### src/rtl/ccc_pkg.sv
package ccc_pkg;
    // Strobe bit positions decoded by the sequencer (software-visible order)
    localparam int unsigned BIT_STOP  = 0;
    localparam int unsigned BIT_START = 1;
    localparam int unsigned BIT_OP    = 2;
    localparam int unsigned BIT_RST   = 3;
    localparam int unsigned BIT_USED  = 4;
endpackage

### src/rtl/ccc_seq.sv
module ccc_seq #(
    parameter int unsigned STB_W      = 16,
    parameter int unsigned DIV_W      = 3,
    parameter int unsigned RST_CYCLES = 16
) (
    input  logic             clk_i,
    input  logic             rst_ni,
    input  logic             stb_wr_i,
    input  logic [STB_W-1:0] stb_data_i,
    input  logic             div_wr_i,
    input  logic [DIV_W-1:0] div_data_i,
    output logic             run_o,
    output logic             op_o,
    output logic             resetting_o,
    output logic [DIV_W-1:0] n_req_o
);
    import ccc_pkg::*;

    localparam int unsigned RC_W = $clog2(RST_CYCLES + 1);
    localparam logic [RC_W-1:0] RC_ONE  = RC_W'(1);
    localparam logic [RC_W-1:0] RC_LOAD = RC_W'(RST_CYCLES);

    typedef struct packed {
        logic             run;
        logic             pend;
        logic             op;
        logic [RC_W-1:0]  rst_cnt;
        logic [DIV_W-1:0] n_req;
    } seq_t;

    seq_t s_d, s_q;
    logic busy;

    logic unused_hi_bits;
    assign unused_hi_bits = ^stb_data_i[STB_W-1:BIT_USED];

    always_comb begin
        s_d    = s_q;
        s_d.op = 1'b0;
        busy   = (s_q.rst_cnt != '0);
        if (busy) begin
            s_d.rst_cnt = s_q.rst_cnt - RC_ONE;
            s_d.run     = 1'b0;
            s_d.pend    = 1'b0;
            s_d.n_req   = '0;
        end else if (stb_wr_i && stb_data_i[BIT_RST]) begin
            s_d.rst_cnt = RC_LOAD;
            s_d.run     = 1'b0;
            s_d.pend    = 1'b0;
            s_d.n_req   = '0;
        end else begin
            // Issue a held request once the clock is already running
            if (s_q.pend && s_q.run) begin
                s_d.op   = 1'b1;
                s_d.pend = 1'b0;
            end
            if (div_wr_i) begin
                s_d.n_req = div_data_i;
            end
            if (stb_wr_i) begin
                if (stb_data_i[BIT_STOP]) begin
                    s_d.run  = 1'b0;
                    s_d.pend = 1'b0;
                end else begin
                    if (stb_data_i[BIT_START]) s_d.run  = 1'b1;
                    if (stb_data_i[BIT_OP])    s_d.pend = 1'b1;
                end
            end
        end
    end

    always_ff @(posedge clk_i or negedge rst_ni) begin
        if (!rst_ni) s_q <= '0;
        else         s_q <= s_d;
    end

    assign run_o       = s_q.run;
    assign op_o        = s_q.op;
    assign resetting_o = (s_q.rst_cnt != '0);
    assign n_req_o     = s_q.n_req;

    AST_OP_AFTER_RUN: assert property (@(posedge clk_i) disable iff (!rst_ni)
        s_q.op |-> $past(s_q.run));
    AST_RST_QUIET: assert property (@(posedge clk_i) disable iff (!rst_ni)
        resetting_o |-> (!s_q.run && !s_q.op && s_q.n_req == '0));
    AST_RST_ENDS: assert property (@(posedge clk_i) disable iff (!rst_ni)
        (s_q.rst_cnt == RC_ONE) |=> !resetting_o);
endmodule

### src/rtl/ccc_divider.sv
module ccc_divider #(
    parameter int unsigned DIV_W = 3
) (
    input  logic             clk_i,
    input  logic             rst_ni,
    input  logic             run_i,
    input  logic             clear_i,
    input  logic [DIV_W-1:0] n_req_i,
    output logic             en_pos_o
);
    localparam int unsigned CNT_W = (1 << DIV_W) - 1;
    localparam logic [CNT_W-1:0] ONE = CNT_W'(1);

    typedef struct packed {
        logic [CNT_W-1:0] cnt;
        logic [DIV_W-1:0] n_eff;
        logic             en_pos;
    } div_t;

    div_t d_d, d_q;
    logic [CNT_W-1:0] limit;
    logic             tick;

    always_comb begin
        // 2^n - 1 in CNT_W bits; the top exponent wraps to all ones
        limit      = (ONE << d_q.n_eff) - ONE;
        tick       = (d_q.cnt == limit);
        d_d        = d_q;
        d_d.en_pos = run_i & tick;
        if (clear_i) begin
            d_d.cnt   = '0;
            d_d.n_eff = '0;
        end else if (tick) begin
            d_d.cnt   = '0;
            d_d.n_eff = n_req_i;
        end else begin
            d_d.cnt   = d_q.cnt + ONE;
        end
    end

    always_ff @(posedge clk_i or negedge rst_ni) begin
        if (!rst_ni) d_q <= '0;
        else         d_q <= d_d;
    end

    assign en_pos_o = d_q.en_pos;

    AST_DIV_HOLD: assert property (@(posedge clk_i) disable iff (!rst_ni)
        (!tick && !clear_i) |=> $stable(d_q.n_eff));
    AST_CNT_BOUND: assert property (@(posedge clk_i) disable iff (!rst_ni)
        d_q.cnt <= limit);
endmodule

### src/rtl/ccc_gate.sv
module ccc_gate (
    input  logic clk_i,
    input  logic rst_ni,
    input  logic en_i,
    output logic en_low_o,
    output logic card_clk_o
);
    logic en_low_d, en_low_q;

    assign en_low_d = en_i;

    // Enable moves only while the source clock is low
    always_ff @(negedge clk_i or negedge rst_ni) begin
        if (!rst_ni) en_low_q <= 1'b0;
        else         en_low_q <= en_low_d;
    end

    assign en_low_o   = en_low_q;
    assign card_clk_o = clk_i & en_low_q;
endmodule

### src/rtl/card_clk_ctrl.sv
module card_clk_ctrl #(
    parameter int unsigned STB_W      = 16,
    parameter int unsigned DIV_W      = 3,
    parameter int unsigned RST_CYCLES = 16
) (
    input  logic             clk_i,
    input  logic             rst_ni,
    input  logic             stb_wr_i,
    input  logic [STB_W-1:0] stb_data_i,
    input  logic             div_wr_i,
    input  logic [DIV_W-1:0] div_data_i,
    output logic             card_clk_o,
    output logic             clk_on_o,
    output logic             resetting_o,
    output logic             op_start_o
);
    logic             run;
    logic             en_pos;
    logic             en_low;
    logic [DIV_W-1:0] n_req;

    ccc_seq #(
        .STB_W      (STB_W),
        .DIV_W      (DIV_W),
        .RST_CYCLES (RST_CYCLES)
    ) u_seq (
        .clk_i       (clk_i),
        .rst_ni      (rst_ni),
        .stb_wr_i    (stb_wr_i),
        .stb_data_i  (stb_data_i),
        .div_wr_i    (div_wr_i),
        .div_data_i  (div_data_i),
        .run_o       (run),
        .op_o        (op_start_o),
        .resetting_o (resetting_o),
        .n_req_o     (n_req)
    );

    ccc_divider #(
        .DIV_W (DIV_W)
    ) u_div (
        .clk_i    (clk_i),
        .rst_ni   (rst_ni),
        .run_i    (run),
        .clear_i  (resetting_o),
        .n_req_i  (n_req),
        .en_pos_o (en_pos)
    );

    ccc_gate u_gate (
        .clk_i      (clk_i),
        .rst_ni     (rst_ni),
        .en_i       (en_pos),
        .en_low_o   (en_low),
        .card_clk_o (card_clk_o)
    );

    // Active while enabled or while a granted pulse is still in flight
    assign clk_on_o = run | en_pos | en_low;

    AST_STOP_DRAIN: assert property (@(posedge clk_i) disable iff (!rst_ni)
        (!run && !en_pos) |=> !en_pos);
endmodule

### config.mk
export PLATFORM = sky130hd
export DESIGN_NAME = card_clk_ctrl
export DESIGN_NICKNAME = d
export VERILOG_FILES = /design/src/rtl/ccc_pkg.sv /design/src/rtl/ccc_seq.sv /design/src/rtl/ccc_divider.sv /design/src/rtl/ccc_gate.sv /design/src/rtl/card_clk_ctrl.sv
export SDC_FILE = /design/constraint.sdc
export NUM_CORES = 1
export LEC_CHECK = 0
export BUFFER_PORTS_ARGS = -buffer_cell sky130_fd_sc_hd__buf_2
export CORE_ASPECT_RATIO = 1.1
export CORE_MARGIN = 2
export CORE_UTILIZATION = 35
export DETAILED_ROUTE_END_ITERATION = 12
export GPL_ROUTABILITY_DRIVEN = 0
export MAX_ROUTING_LAYER = met4
export SKIP_CTS_REPAIR_TIMING = 1
export SLEW_MARGIN = 25
export SYNTH_ARGS = -nofsm -noshare
export SYNTH_HDL_FRONTEND = slang
export SYNTH_SLANG_ARGS = --single-unit
### constraint.sdc
create_clock -name clk_i -period 1.51 [get_ports clk_i]
set_clock_uncertainty 0.15 [all_clocks]
set_input_delay 0.151 -clock clk_i [delete_from_list [all_inputs] [get_ports clk_i]]
set_output_delay 0.151 -clock clk_i [all_outputs]
set_load 0.02 [all_outputs]
## Yosys cells after proc, flatten, opt, wreduce, memory -nomap -nowiden

Index checks and enable logic that the tools add are counted.

- Add/subtract/negate cells: 3
- Eq/ne operators: 1
- Shifts and indexed selects: 1
- Multiplexer cells: 16
- Bitwise operators: 4
- Reductions and logical operators: 9

Operator list:

| kind | number |
|---|---|
| $mux W10 | 1 |
| $mux W2 | 5 |
| $mux W3 | 3 |
| $mux W8 | 1 |
| $add A7 B1 Y7 const B | 1 |
| $eq A7 B7 Y1 | 1 |
| $mux W7 | 1 |
| $shl A1 B3 Y7 const A | 1 |
| $sub A7 B1 Y7 const B | 1 |
| $reduce_bool A3 Y1 | 2 |
| $mux W5 | 1 |
| $reduce_bool A5 Y1 | 1 |
| $sub A5 B1 Y5 const B | 1 |
| $mux W1 | 4 |
| $reduce_bool A2 Y1 | 2 |
| $reduce_bool A4 Y1 | 1 |
| $and A1 B1 Y1 | 2 |
| $logic_and A1 B1 Y1 | 2 |
| $or A1 B1 Y1 | 2 |
| $reduce_and A2 Y1 | 1 |

- Flip-flop bits (word level): 23
- Bits of input ports: 23
- Word-level logic and storage cells: 43

## Logic depth before layout (Yosys ltp)

Gate-level depths: netlist (run 1).

- Word-level depth: 7
- Depth in mapped cells: 7
- Mapped depth without buffers: 7

## Cells and area by module

Synthesis (run 1) repeated with hierarchy kept, for this count alone.

- Cell total of the unflattened synthesis: 116
- Area, all modules: 1,244.9 µm²

By module, submodules not included:

| module | instances | cells each | area an instance (µm²) | seq. area each (µm²) |
|---|---|---|---|---|
| ccc_divider | 1 | 67 | 663.1 | 275.3 |
| ccc_seq | 1 | 46 | 544.3 | 275.3 |
| ccc_gate | 1 | 2 | 31.3 | 25.0 |
| card_clk_ctrl | 1 | 1 | 6.3 | 0.0 |

==> metrics.yaml, run 1 <==
grt_setup_unrepaired: "yes"
area_growth_syn_to_layout_pct: 53.7
synth.yosys.seq_area_share_pct: 49.0
initial_core_util_pct: 35.8
first_pass_iters: 4
leakage_uw: 0.000799
antenna_found_initial: 0
num_vias: 1049
path_clk_slew_ns: 0.13
fin_nets: 198
critPathLaunchType: "register"
maxSlewViolCount: 0
layout.cells.non_filler: 208
synth_fp_nets: 141
avgSynthCellArea_sq_um: 10.1
port_buffers: 14
whs_ns: 0.0854
synthCells: 116
fin_ws_ns: -0.784
synth_xor_area_share_pct: 4.48
wirelength_um: 2870
worstPathArrival_ns: 1.99
grt-ovfl-total: 0
die_h_um: 64.7
tritoncts: "yes"
drt_iter0_markers: 12
drv_cap: 0
cp-end-kind: "primary output"
drive_above_1_share_pct: 45.9
synthArstFlopShare_pct: 100
synth_cell_types: 41
viasPerCell: 5.04
yosys_warnings: 0
path_buf_inv: 1
dpl.hpwl_um: 1700
io_pins: 27
pre_cts_ws_ns: -0.348
path_class: "register to primary output"
yosys.area_share.simple_pct: 22.3
ys_ff_latch: 23
ant_nets: 0
synthFlopType: "dfrtp_1"
clk_latency_ns: 0.42
slew-limit-headroom_pct: 74.3
violations: "negative setup slack"
peakVddDrop_mv: 0.827
synth_compound_area_share_pct: 11.1
synth_edf_count: 0
synth.area.mux_share_pct: 5.97
syn_area_sq_um: 1170
crit_path_start: "u_gate.en_low_o"
hold_violations: 0
std_cell_rows: 22
cpPeakStageDelay_ns: 0.35
synth_fa_ha_area_share_pct: 3.09
grt_pass1_wl_um: 4070
cp_top_family: "flip-flops"
crit_path_max_fanout: 2
r2r-start: "u_seq.s_q[4]"
hp-class: "input pin to async pin"
grt_pass1_vias: 969
setup_viol: 18
wl_per_cell_um: 13.8
powerDensity_nw_per_um2: 1040
die-area_sq_um: 3830
slowest_stage: "dfrtn_1"
coreArea_sq_um: 3280
worstMarginPinSlew_ns: 0.385
outcome: "finished with violations"
drc: 0
antennaDiodeCount: 0
place_inst: 180
grt_max_degree: 23
grt.total_usage_pct: 14.7
die_w_um: 59.2
cp_cell_sequence: "or3_4 > buf_6"
synth_top_family_by_area: "simple AND/OR/NAND/NOR gates"
crit_required_ns: 1.21
power breakdown:
part | internal, uW | switching, uW | leakage, uW
Clock | 193 | 210 | 0.0000393
Sequential | 696 | 62.3 | 0.000307
Combinational | 412 | 310 | 0.000453
cells in the final DEF, fill, tap and decap left out, drive strengths merged, types with 4 or more instances in the layout:
| master | Yosys | layout |
|---|---|---|
| xnor2 | 5 | 5 |
| nand3 | 4 | 4 |
| nor2 | 18 | 18 |
| clkbuf | 0 | 7 |
| dfrtp | 22 | 22 |
| inv | 7 | 7 |
| buf | 3 | 39 |
| a21oi | 4 | 4 |
| nand2 | 13 | 13 |
| dlygate4sd3 | 0 | 13 |
| mux2i | 7 | 7 |
| o21ai | 4 | 4 |
kinds of logic after synthesis:
| logic type | count (synthesis) |
|---|---|
| xor gates and xnor gates | 6 |
| muxes | 7 |
| adders and majority gates | 3 |
| and+or+nand+nor | 51 |
| AOI/OAI and AO/OA | 16 |
| DFF | 23 |
| buffers and inverters | 10 |
flip-flops by register name (all words and copies together), names as in the netlist:
name	cells
u_seq.n_req_o	3
u_div.d_q	10
u_seq.op_o	1
u_seq.s_q	6
u_gate.en_low_o	1
u_seq.run_o	1
u_div.en_pos_o	1
worst paths after layout:
kind | to | slack (ns) | cells past startpoint
min in group clk_i | u_seq.s_q[9] | 0.36 | 4
hold reg to reg | u_div.d_q[2] | 0.39 | 2
hold / removal | u_seq.s_q[5] | 0.09 | 3
setup / recovery | clk_on_o | -0.78 | 2
setup reg to reg | u_div.d_q[9] | -0.23 | 8
max in group asynchronous | u_gate.en_low_o | 0.58 | 2
through the flow:
stage	total power [uW]	util [%]	instance area [sq um]	setup TNS (ns)
after floorplan	1000	-	1190	-0.694
after global placement	1210	42.9	1410	-2.06
after detailed placement	1230	42.9	1410	-2.73
after CTS	1630	44.4	1460	-4.75
after global routing	2040	55.1	1800	-5.03
final	1880	55.1	1800	-3.97
area by class of cell:
type	count	area [sq um]
timing repair buffer	51	422
multi-input combinational	83	672
clock buffer	8	60.1
tap	36	45.0
fill	278	1470
sequential	23	579
inverter	7	26.3
routing by layer:
metal / wire length [um] / vias to the layer above / track usage, %
li1: - / 505 / -
met1: 1170 / 521 / 15.8
met2: 1580 / 15 / 23.9
met3: 44 / 8 / 3.19
met4: 78 / 0 / 9.66
met5: 0 / - / -
cells in the mapped netlist (2+ instances only):
cell | count | area [sq um]
nand3_1 | 3 | 15.0
nor2_2 | 4 | 25.0
o21ai_0 | 2 | 10.0
buf_2 | 2 | 10.0
ha_1 | 2 | 25.0
nor2_1 | 14 | 52.6
and3_1 | 3 | 18.8
inv_1 | 6 | 22.5
mux2i_1 | 7 | 70.1
dfrtp_1 | 22 | 551
a21oi_1 | 4 | 20.0
nand2_1 | 13 | 48.8
xnor2_1 | 5 | 43.8
nor3_1 | 2 | 10.0
worst min-delay path, stage by stage:
cell	delay [ns]
dlygate4sd3_1	0.52
buf_2	0.11
buf_4	0.28
Note: power is estimated with default switching activity, not from simulation.
==> run 2, diff against run 1 <==
Settings changed: SKIP_CTS_REPAIR_TIMING 1 to not set.
==> metrics.yaml, run 2 (synthesis gave the netlist of run 1 again) <==
outcome: "finished with violations"
violations: "negative setup slack"
fin_nets: 200
leakage_uw: 0.000824
cpPeakStageDelay_ns: 0.35
powerDensity_nw_per_um2: 1080
grt_setup_unrepaired: "yes"
grt-ovfl-total: 0
slew-limit-headroom_pct: 78.3
die_w_um: 59.2
crit_required_ns: 1.21
drv_cap: 0
fillers: 259
wl_per_cell_um: 13.7
fin_ws_ns: -0.786
drt_iter0_markers: 27
ant_nets: 0
path_clk_slew_ns: 0.13
cp-end-kind: "primary output"
drive_above_1_share_pct: 51.7
utilization_pct: 57.0
area_growth_syn_to_layout_pct: 59.1
initial_core_util_pct: 35.8
pre_cts_ws_ns: -0.348
regArea_sq_um: 579
crit_path_max_fanout: 2
antenna_found_initial: 0
grt.total_usage_pct: 18.1
die_h_um: 64.7
path_class: "register to primary output"
largest_reg_flops: 10
grt_max_degree: 23
grt_pass1_wl_um: 4960
critPathLaunchType: "register"
clk_latency_ns: 0.42
stdcell_area_sq_um: 1870
hold_violations: 0
place_area_sq_um: 1410
first_pass_iters: 3
peakVddDrop_mv: 0.827
wirelength_um: 2880
whs_ns: 0.0912
std_cell_rows: 22
grt_pass1_vias: 1144
num_vias: 1054
viasPerCell: 5.02
worstPathArrival_ns: 1.99
tritoncts: "yes"
port_buffers: 14
hp-class: "input pin to async pin"
dpl.hpwl_um: 1700
worstMarginPinSlew_ns: 0.322
r2r-start: "u_div.d_q[1]"
final_cell_mix: "19 x dfrtp_1, 18 x buf_4, 13 x dlygate4sd3_1, 12 x buf_6, 11 x buf_2"
regMostFlops: "u_div.d_q"
coreArea_sq_um: 3280
final_common_cell: "dfrtp_1"
multi_input_comb_area_sq_um: 712
antennaDiodeCount: 0
die-area_sq_um: 3830
drc: 0
slowest_stage: "dfrtn_1"
r2r-end: "u_div.d_q[9]"
cp_cell_sequence: "or3_4 > buf_6"
setup_viol: 21
io_pins: 27
maxSlewViolCount: 0
reg2reg_depth: 4
reg2reg_slack_ns: -0.16
## run 2: worst max-delay path by stage
stage,start,endpoint,slack (ns),cells after the start
4_1_cts,u_gate.en_low_o,clk_on_o,-0.79,2
6_report,u_gate.en_low_o,clk_on_o,-0.79,2
5_1_grt,u_gate.en_low_o,clk_on_o,-0.84,2
3_3_place_gp,u_gate.en_low_o,clk_on_o,-0.33,2
3_5_place_dp,u_gate.en_low_o,clk_on_o,-0.35,2
2_1_floorplan,u_gate.en_low_o,clk_on_o,-0.22,1
## run 2: layer usage
layer / vias up / share of wire [%] / GRT usage (%)
met1: 527 / 40 / 19.0
met3: 4 / 1.2 / 3.19
met5: - / 0 / -
met4: 0 / 1.2 / 9.66
met2: 9 / 58 / 31.5
li1: 514 / - / -
## run 2: cell type report
| class | instances | share of cell area (%) |
|---|---|---|
| clock buffers | 8 | 3.22 |
| flip-flops and latches | 23 | 31.0 |
| repair buffers | 53 | 23.8 |
| inverters | 7 | 1.41 |
| well taps | 36 | 2.41 |
| multi-input cells | 83 | 38.1 |
## run 2: critical path: cells and delay by family, from the launching register on
kind / cells / cell delay [ns]
simple gates: 1 / 0.33
flops: 1 / 0.35
buf+inv: 1 / 0.14
## run 2: timing repair
action                                  CTS  global route
gates resized for setup                  33            21
pin swaps                                11            12
endpoints found under the setup margin   22            26
endpoints found under the hold margin    30             0
buffers inserted                         15             4
hold buffers                             13             0
## run 2: per-stage QoR
step | instances | total power [uW] | setup TNS [ns]
2_1_floorplan | 116 | 1000 | -0.694
3_3_place_gp | 180 | 1210 | -2.06
3_5_place_dp | 180 | 1230 | -2.73
4_1_cts | 208 | 1820 | -4.28
5_1_grt | 210 | 2160 | -4.54
6_report | 210 | 2010 | -3.32
## run 2: power breakdown
part	leakage [uW]	switching, uW	internal, uW	total, uW
Clock	0.0000393	209	193	402
Combinational	0.000478	359	487	845
Sequential	0.000307	67.4	696	763
==> run 3, diff against run 2 <==
Settings changed: CORE_UTILIZATION 35 to 47, PLACE_DENSITY set to 0.74.
==> metrics.yaml, run 3 (synthesis gave the netlist of run 1 again) <==
final_cell_mix: "19 x dfrtp_1, 16 x buf_4, 12 x dlygate4sd3_1, 12 x buf_6, 11 x buf_2"
die-area_sq_um: 2910
largest_reg_flops: 10
path_class: "register to primary output"
drt_iter0_markers: 16
cp-endpoint: "clk_on_o"
drive_above_1_share_pct: 50.3
drc: 0
antenna_found_initial: 0
leakage_uw: 0.000820
dpl.hpwl_um: 1670
fin_ws_ns: -0.800
std_cell_rows: 19
hp-class: "input pin to async pin"
critPathLaunchType: "register"
final_common_cell: "dfrtp_1"
slew-limit-headroom_pct: 71.5
wirelength_um: 3130
wl_per_cell_um: 15.4
ant_nets: 0
violations: "negative setup slack"
io_pins: 27
grt_max_degree: 23
coreArea_sq_um: 2420
grt-ovfl-total: 0
grt_pass1_vias: 1197
cp_cell_sequence: "or3_4 > buf_6"
place_area_sq_um: 1390
top_usage_layer: "met2"
first_pass_iters: 4
worstMarginPinSlew_ns: 0.423
r2r-start: "u_div.d_q[1]"
fin_nets: 199
grtUsageMet1_pct: 28.4
fillers: 156
r2r-end: "u_div.d_q[9]"
viasPerCell: 5.16
num_vias: 1052
slowest_stage: "dfrtn_1"
grt.total_usage_pct: 25.0
area_growth_syn_to_layout_pct: 56.5
worstPathArrival_ns: 2.01
die_h_um: 56.4
grt.met2_usage_pct: 39.2
cpPeakStageDelay_ns: 0.36
grt_util_met3_pct: 6.38
whs_ns: 0.0733
drv_cap: 0
crit_path_start: "u_gate.en_low_o"
powerDensity_nw_per_um2: 1080
peakVddDrop_mv: 1.05
setup_viol: 19
path_clk_slew_ns: 0.13
die_w_um: 51.6
cp-end-kind: "primary output"
regMostFlops: "u_div.d_q"
tritoncts: "yes"
hold_violations: 0
crit_path_max_fanout: 2
crit_required_ns: 1.21
clk_latency_ns: 0.44
maxSlewViolCount: 0
grt_pass1_wl_um: 5220
outcome: "finished with violations"
antennaDiodeCount: 0
grt_setup_unrepaired: "yes"
stdcell_area_sq_um: 1840
port_buffers: 14
initial_core_util_pct: 48.4
reg2reg_depth: 5
reg2reg_slack_ns: -0.18
[run 3: cell type report]
| class | instances | area (sq um) | share of cell area (%) |
|---|---|---|---|
| Multi-Input combinational cell | 83 | 688 | 37.5 |
| Timing Repair Buffer | 52 | 444 | 24.2 |
| Tap cell | 31 | 38.8 | 2.11 |
| Inverter | 7 | 26.3 | 1.43 |
| Clock buffer | 8 | 60.1 | 3.27 |
| Sequential cell | 23 | 579 | 31.5 |
[run 3: worst min-delay path by stage]
stage | startpoint | to | slack [ns] | cells after the start
floorplan | rst_ni | u_div.d_q[10] | -0.29 | 0
detailed placement | rst_ni | u_div.d_q[9] | 0.02 | 2
global placement | rst_ni | u_div.en_pos_o | 0.02 | 2
global route | rst_ni | u_div.d_q[5] | 0.1 | 3
finish | rst_ni | u_div.d_q[6] | 0.07 | 3
CTS | rst_ni | u_div.d_q[6] | 0.09 | 3
[run 3: per-stage QoR]
| stage | std cells | setup WS, ns | util [%] | setup TNS (ns) | power (uW) |
|---|---|---|---|---|---|
| finish | 204 | -0.800 | 75.7 | -3.90 | 1990 |
| detailed placement | 173 | -0.345 | 57.1 | -2.71 | 1210 |
| global route | 204 | -0.859 | 75.7 | -5.18 | 2100 |
| CTS | 201 | -0.803 | 71.8 | -3.50 | 1850 |
| floorplan | 116 | -0.221 | - | -0.694 | 1000 |
| global placement | 173 | -0.333 | 57.1 | -2.07 | 1180 |
[run 3: timing repair]
item                                    CTS  global route
resized for setup                        31            26
hold buffers                             14             0
endpoints found under the hold margin    32             0
gates cloned                              0             0
pin swaps                                 8            10
endpoints found under the setup margin   25            26
buffers inserted                          8             7
[run 3: where the power goes]
part / total (uW) / internal, uW / switching, uW
registers: 783 / 696 / 87.2
logic: 799 / 438 / 361
clock network: 407 / 194 / 214
total: 1990 / 1330 / 662
[run 3: worst max-delay path, delay by kind of cell (launching register included)]
kind / cells / cell delay (ns)
DFF: 1 / 0.36
buffers and inverters: 1 / 0.14
and+or+nand+nor: 1 / 0.33
[run 3: per-layer routing]
metal | share of wire, % | vias up
met5 | 0 | -
met4 | 2.1 | 0
met3 | 2.1 | 7
met2 | 53 | 13
met1 | 43 | 526
li1 | - | 506
